$ cat src/rtl/sbc_pkg.sv
package sbc_pkg;
    localparam int DATA_W     = 32;
    localparam int LANES      = DATA_W / 8;
    localparam int LINE_BYTES = 16;
    localparam int LINE_W     = LINE_BYTES * 8;
    localparam int BEAT_W     = 3;

    typedef enum logic [1:0] {
        PH_IDLE   = 2'd0,
        PH_SETUP  = 2'd1,
        PH_STROBE = 2'd2,
        PH_HOLD   = 2'd3
    } phase_e;
endpackage

$ cat src/rtl/sbc_beat_gen.sv
module sbc_beat_gen
    import sbc_pkg::*;
#(
    parameter int AW = 26
) (
    input  logic [AW-1:0]     base_addr,
    input  logic              line,
    input  logic              dev32,
    input  logic [BEAT_W-1:0] beat,
    input  logic [DATA_W-1:0] single_data,
    input  logic [LINE_W-1:0] line_data,
    output logic [AW-1:0]     beat_addr,
    output logic [DATA_W-1:0] beat_data,
    output logic              last_beat
);
    logic [3:0] offset;

    always_comb begin
        offset = dev32 ? {beat[1:0], 2'b00} : {beat, 1'b0};
        beat_addr = line ? {base_addr[AW-1:4], offset} : base_addr;
        if (!line) begin
            beat_data = single_data;
        end else if (dev32) begin
            beat_data = line_data[{beat[1:0], 5'b00000} +: DATA_W];
        end else begin
            beat_data = {16'h0000, line_data[{beat, 4'b0000} +: 16]};
        end
        last_beat = !line || (dev32 ? (beat[1:0] == 2'b11) : (beat == 3'b111));
    end
endmodule

$ cat src/rtl/sbc_lane_map.sv
module sbc_lane_map
    import sbc_pkg::*;
(
    input  logic              dev32,
    input  logic              line,
    input  logic              half_sel,
    input  logic [LANES-1:0]  be,
    input  logic [DATA_W-1:0] data,
    output logic [LANES-1:0]  lane_en,
    output logic [DATA_W-1:0] dout
);
    always_comb begin
        if (line) begin
            lane_en = dev32 ? 4'hF : 4'h3;
            dout    = data;
        end else if (dev32) begin
            lane_en = be;
            dout    = data;
        end else begin
            lane_en = {2'b00, half_sel ? be[3:2] : be[1:0]};
            dout    = {16'h0000, half_sel ? data[31:16] : data[15:0]};
        end
    end
endmodule

$ cat src/rtl/sram_bus_ctrl.sv
module sram_bus_ctrl
    import sbc_pkg::*;
#(
    parameter int AW     = 26,
    parameter int WAIT_W = 4
) (
    input  logic              clk,
    input  logic              rst_n,
    input  logic              cfg_dev32,
    input  logic [2:0]        cfg_setup,
    input  logic [2:0]        cfg_hold,
    input  logic [WAIT_W-1:0] cfg_waits,
    input  logic              req_valid,
    output logic              req_ready,
    input  logic              req_write,
    input  logic              req_line,
    input  logic [AW-1:0]     req_addr,
    input  logic [3:0]        req_be,
    input  logic [31:0]       req_wdata,
    input  logic [127:0]      req_line_data,
    output logic              beat_done,
    output logic              beat_last,
    output logic [31:0]       rd_data,
    output logic [AW-1:0]     bus_addr,
    output logic              bus_cs_n,
    output logic              bus_bs_n,
    output logic              bus_rd_n,
    output logic [3:0]        bus_we_n,
    output logic [31:0]       bus_dout,
    output logic              bus_oe,
    input  logic [31:0]       bus_din,
    input  logic              bus_wait_n,
    output logic              bus_locked
);
    // Counter must hold 2*(2^WAIT_W) strobe ticks and 15 setup/hold ticks.
    localparam int CW = (WAIT_W + 2 > 4) ? WAIT_W + 2 : 4;

    typedef struct packed {
        phase_e              ph;
        logic [CW-1:0]       cnt;
        logic [1:0]          bs;
        logic [BEAT_W-1:0]   beat;
        logic                wr;
        logic                line;
        logic                dev32;
        logic [2:0]          setup;
        logic [2:0]          hold;
        logic [WAIT_W-1:0]   waits;
        logic [AW-1:0]       addr;
        logic [LANES-1:0]    be;
        logic [DATA_W-1:0]   wdata;
        logic [LINE_W-1:0]   lbuf;
        logic                done;
        logic                last;
        logic [DATA_W-1:0]   rdata;
    } regs_t;

    regs_t r_d, r_q;

    logic [AW-1:0]     beat_addr;
    logic [DATA_W-1:0] beat_data;
    logic              last_beat;
    logic [LANES-1:0]  lane_en;
    logic [DATA_W-1:0] lane_dout;

    sbc_beat_gen #(.AW(AW)) u_beat (
        .base_addr   (r_q.addr),
        .line        (r_q.line),
        .dev32       (r_q.dev32),
        .beat        (r_q.beat),
        .single_data (r_q.wdata),
        .line_data   (r_q.lbuf),
        .beat_addr   (beat_addr),
        .beat_data   (beat_data),
        .last_beat   (last_beat)
    );

    sbc_lane_map u_lanes (
        .dev32    (r_q.dev32),
        .line     (r_q.line),
        .half_sel (r_q.addr[1]),
        .be       (r_q.be),
        .data     (beat_data),
        .lane_en  (lane_en),
        .dout     (lane_dout)
    );

    function automatic logic [CW-1:0] half_span(input logic [2:0] n);
        return CW'({n, 1'b1});
    endfunction

    function automatic logic [CW-1:0] strobe_span(input logic [WAIT_W-1:0] w);
        return CW'({w, 1'b0}) + CW'(2);
    endfunction

    always_comb begin
        r_d      = r_q;
        r_d.done = 1'b0;
        r_d.last = 1'b0;
        if (r_q.bs != 2'd0) begin
            r_d.bs = r_q.bs - 2'd1;
        end
        unique case (r_q.ph)
            PH_IDLE: begin
                if (req_valid) begin
                    r_d.ph    = PH_SETUP;
                    r_d.cnt   = half_span(cfg_setup);
                    r_d.bs    = 2'd2;
                    r_d.beat  = '0;
                    r_d.wr    = req_write;
                    r_d.line  = req_line;
                    r_d.dev32 = cfg_dev32;
                    r_d.setup = cfg_setup;
                    r_d.hold  = cfg_hold;
                    r_d.waits = cfg_waits;
                    r_d.addr  = req_line ? {req_addr[AW-1:4], 4'b0000} : req_addr;
                    r_d.be    = req_be;
                    r_d.wdata = req_wdata;
                    r_d.lbuf  = req_line_data;
                end
            end
            PH_SETUP: begin
                if (r_q.cnt == CW'(1)) begin
                    r_d.ph  = PH_STROBE;
                    r_d.cnt = strobe_span(r_q.waits);
                end else begin
                    r_d.cnt = r_q.cnt - CW'(1);
                end
            end
            PH_STROBE: begin
                if (r_q.cnt != CW'(1)) begin
                    r_d.cnt = r_q.cnt - CW'(1);
                end else if (bus_wait_n) begin
                    r_d.ph    = PH_HOLD;
                    r_d.cnt   = half_span(r_q.hold);
                    r_d.done  = 1'b1;
                    r_d.last  = last_beat;
                    r_d.rdata = r_q.dev32 ? bus_din : {16'h0000, bus_din[15:0]};
                end
            end
            PH_HOLD: begin
                if (r_q.cnt != CW'(1)) begin
                    r_d.cnt = r_q.cnt - CW'(1);
                end else if (last_beat) begin
                    r_d.ph = PH_IDLE;
                end else begin
                    r_d.ph   = PH_SETUP;
                    r_d.cnt  = half_span(r_q.setup);
                    r_d.bs   = 2'd2;
                    r_d.beat = r_q.beat + BEAT_W'(1);
                end
            end
            default: r_d.ph = PH_IDLE;
        endcase
    end

    always_ff @(posedge clk) begin
        if (!rst_n) begin
            r_q <= '0;
        end else begin
            r_q <= r_d;
        end
    end

    assign req_ready  = (r_q.ph == PH_IDLE);
    assign beat_done  = r_q.done;
    assign beat_last  = r_q.last;
    assign rd_data    = r_q.rdata;
    assign bus_addr   = beat_addr;
    assign bus_cs_n   = !((r_q.ph == PH_SETUP) || (r_q.ph == PH_STROBE));
    assign bus_bs_n   = (r_q.bs == 2'd0);
    assign bus_rd_n   = !((r_q.ph == PH_STROBE) && !r_q.wr);
    assign bus_we_n   = ((r_q.ph == PH_STROBE) && r_q.wr) ? ~lane_en : 4'hF;
    assign bus_dout   = lane_dout;
    assign bus_oe     = r_q.wr && (r_q.ph != PH_IDLE);
    assign bus_locked = r_q.line && (r_q.ph != PH_IDLE);
endmodule

$ cat config.mk
export PLATFORM = sky130hd
export DESIGN_NAME = sram_bus_ctrl
export DESIGN_NICKNAME = d
export VERILOG_FILES = /design/src/rtl/sbc_pkg.sv /design/src/rtl/sbc_beat_gen.sv /design/src/rtl/sbc_lane_map.sv /design/src/rtl/sram_bus_ctrl.sv
export SDC_FILE = /design/constraint.sdc
export NUM_CORES = 1
export LEC_CHECK = 0
export BUFFER_PORTS_ARGS = -buffer_cell sky130_fd_sc_hd__buf_2
export CAP_MARGIN = 30
export CORE_MARGIN = 8
export CORE_UTILIZATION = 48
export DETAILED_ROUTE_END_ITERATION = 8
export HOLD_SLACK_MARGIN = 0.1
export PLACE_DENSITY = 0.77
export REMOVE_ABC_BUFFERS = 1
export SLEW_MARGIN = 40
export SYNTH_ARGS = -nofsm -noshare
export SYNTH_HDL_FRONTEND = slang
export SYNTH_SLANG_ARGS = --single-unit
export TNS_END_PERCENT = 10
$ cat constraint.sdc
create_clock -name clk -period 2 [get_ports clk]
set_input_delay 0.4 -clock clk [delete_from_list [all_inputs] [get_ports clk]]
set_output_delay 0.4 -clock clk [all_outputs]
set_load 0.01 [all_outputs]
==> summary.txt <==
Yosys Warn Count -> 0
htree depth -> 1
Core Area -> 25200 um2
GR Overflow Total -> 0
RSZ-0062 raised after global routing -> yes
maxcap violations -> 0
maximum clock rate -> 370 MHz
pwr dens -> 994 nW/um2
Syn Inst Count -> 1448
initial antenna violation count -> 1
DRC viols -> 0
Internal Dissipation -> 11.1 mW
Clk network pwr share -> 30.8%
GRT Total Usage -> 24.2%
DR WL/cell -> 18.1 um
Critical Path End Type -> output port
layout cells sized above 1 -> 30.5%
Final setup viols -> 48
max-slew headroom at the worst pin -> 55.3%
crit path max fanout -> 8
Slew Viols, Final -> 0
Setup WS pre-CTS -> -159 ps
leakage power -> 6.75 nW
FP Rows -> 58
status -> finished with violations
worst slew pin tran -> 671 ps
Initial Utilization -> 49.0%
Switching Share -> 32.7%
DPL Wire Length -> 26.6 mm
WP data arrival -> 2310 ps
post-synthesis sequential area ratio -> 40.6%
Die Span X -> 176 um
library cells used by synthesis -> 47
CTS Buf Count -> 28
WHS -> 115 ps
number of synthesized flops with an enable pin -> 0
vias in the first global route -> 12446
Mapped Area -> 12300 um2
total number of vias -> 11924
clock latency on the worst-skew pair -> 540 ps
HP Class -> in -> reg
asr flop ratio synth -> 0%
TritonCTS clock tree -> yes
clock buffer depth -> 3
Initial DRC Count -> 724
sequential share of power -> 39.1%
clk sink count -> 250
Final Skew -> 6.88 ps
GPL Wtd Cong -> 0.829
post-layout minimum cycle time -> 2710 ps
Top FF cell, synth -> dfxtp_1
PnR worst setup slack -> -705 ps
Worst Path Required -> 1600 ps
Final period util -> 135%
post-layout net count -> 2080
Final Hold Fails -> 0
Antenna Violating Nets Remaining -> 0
Worst VDD drop -> 0.000718 V
pin count of the biggest net entering global routing -> 93
I/O pins -> 341
startpoint types -> register
Clk pin slew, worst setup/hold paths -> 60 ps
Routed WL -> 39.5 mm
first-pass GRT wire length -> 62.4 mm
Layout area overhead -> 34.9%
Yosys reg bits -> 250
vias per inst -> 5.47
router iterations before antenna repair -> 5
failing checks -> negative setup slack
Root Buffer -> clkbuf_16
port buffer count -> 340
Switching Power -> 5.42 mW
Die ar. -> 31100 um2
Mapped Avg Cell Area -> 8.52 um2
critical setup path kind -> reg -> out
height of the die -> 176 um
power share of the combinational group -> 30.2%
critical path, stage by stage (launching register included):
cell	delay, ps
dfxtp_4	480
buf_12	180
mux4_2	490
mux2i_1	160
nor2_1	50
a21oi_1	140
a21oi_1	100
buf_2	150
what timing repair did:
item	CTS	global route
hold buffers	111	2
endpoints found under the hold margin	111	2
gates cloned	0	2
buffers inserted	6	1
resized for setup	24	24
setup endpoints to repair	53	56
pin swaps	9	8
power groups by stage:
stage,logic (mW),clock network (mW),registers (mW)
after floorplan,2.66,0,6.24
after global placement,4.55,0,6.47
after detailed placement,4.64,0,6.52
after CTS,4.90,5.21,6.43
after global routing,5.48,5.42,6.56
final,4.99,5.09,6.46
kinds of logic after synthesis:
group,synth area share [%]
AO/OA/AOI/OAI,16.5
XOR/XNOR,0.426
adder cells (fa/ha/maj),0.913
buffers and inverters,7.56
flip-flops,40.6
multiplexers,14.9
AND/OR/NAND/NOR,19.2
sequential cells by signal, indices dropped and copies added (netlist names):
signal / count
r_q: 216
beat_done: 1
beat_last: 1
rd_data: 32
layout make-up:
cell class / count / area [um2]
timing repair buffer: 526 / 3760
clock buffer: 40 / 847
sequential: 250 / 5020
fill: 1928 / 8530
clock inverter: 8 / 72.6
multi-input combinational: 1017 / 6500
antenna: 1 / 2.50
tap: 330 / 413
inverter: 9 / 36.3
per-layer routing:
layer | up-vias | global-route usage, % | part of all wire (%)
met3 | 98 | 6.15 | 8.6
met4 | 0 | 9.18 | 3.2
met2 | 532 | 43.5 | 50
met5 | - | 0 | 0
met1 | 5646 | 27.2 | 38
li1 | 5648 | - | -
layout by cell type, fill, tap and decap left out, drive strengths merged, types with 3 or more instances in the layout:
| master | instances |
|---|---|
| a21boi | 115 |
| clkbuf | 42 |
| ha | 9 |
| mux2 | 3 |
| dfxtp | 250 |
| a22o | 3 |
| buf | 411 |
| nand3b | 6 |
| and2 | 5 |
| a211oi | 17 |
| mux4 | 64 |
| nand4 | 4 |
| dlygate4sd3 | 113 |
| clkinv | 4 |
| o21ai | 9 |
| clkinvlp | 3 |
| xnor2 | 4 |
| a31oi | 3 |
| nor3 | 4 |
| inv | 9 |
| nand3 | 21 |
| a21oi | 162 |
| nor2 | 25 |
| mux2i | 36 |
| o211ai | 4 |
| and3 | 5 |
| nor2b | 39 |
| nand2 | 460 |
final timing paths:
kind | from | slack, ps | end | cells past startpoint
min reg2reg | rd_data[1]$_SDFFE_PN0P_ | 450 | rd_data[1]$_SDFFE_PN0P_ | 2
max | r_q[237]$_SDFFE_PN0P_ | -710 | bus_dout[10] | 7
min | req_line_data[41] | 120 | r_q[75]$_SDFFE_PN0P_ | 3
max reg2reg | r_q[237]$_SDFFE_PN0P_ | -150 | r_q[242]$_SDFFE_PN0P_ | 11
synthesized netlist by cell type (3+ instances only):
library cell / n / area, um2
a22o_1: 3 / 26.3
and2_1: 5 / 31.3
mux2_2: 3 / 33.8
nand2_1: 460 / 1730
nand3_1: 21 / 105
buf_4: 60 / 450
nand3b_1: 6 / 45.0
o21ai_0: 9 / 45.0
and3_1: 5 / 31.3
a211oi_1: 17 / 128
a21oi_1: 162 / 811
o211ai_1: 4 / 30.0
xnor2_1: 4 / 35.0
a21boi_0: 114 / 856
clkbuf_1: 81 / 304
ha_1: 9 / 113
mux2i_1: 35 / 350
a31oi_1: 3 / 18.8
buf_1: 8 / 30.0
nand4_1: 4 / 25.0
dfxtp_1: 250 / 5000
inv_1: 8 / 30.0
mux4_2: 64 / 1440
nor2b_1: 39 / 244
buf_2: 23 / 115
nor2_1: 25 / 93.8
per-stage QoR:
stage | cells | total power [mW] | setup TNS, ps | instance area, um2 | utilization, %
finish | 2181 | 16.5 | -21660 | 16600 | 66.1
global route | 2181 | 17.5 | -27060 | 16600 | 66.1
CTS | 2175 | 16.5 | -21830 | 16500 | 65.5
detailed placement | 2010 | 11.2 | -2620 | 14400 | 57.0
global placement | 2010 | 11.0 | -1770 | 14400 | 57.0
floorplan | 1276 | 8.90 | -637860 | 11400 | -
Note: power is estimated with default switching activity, not from simulation.
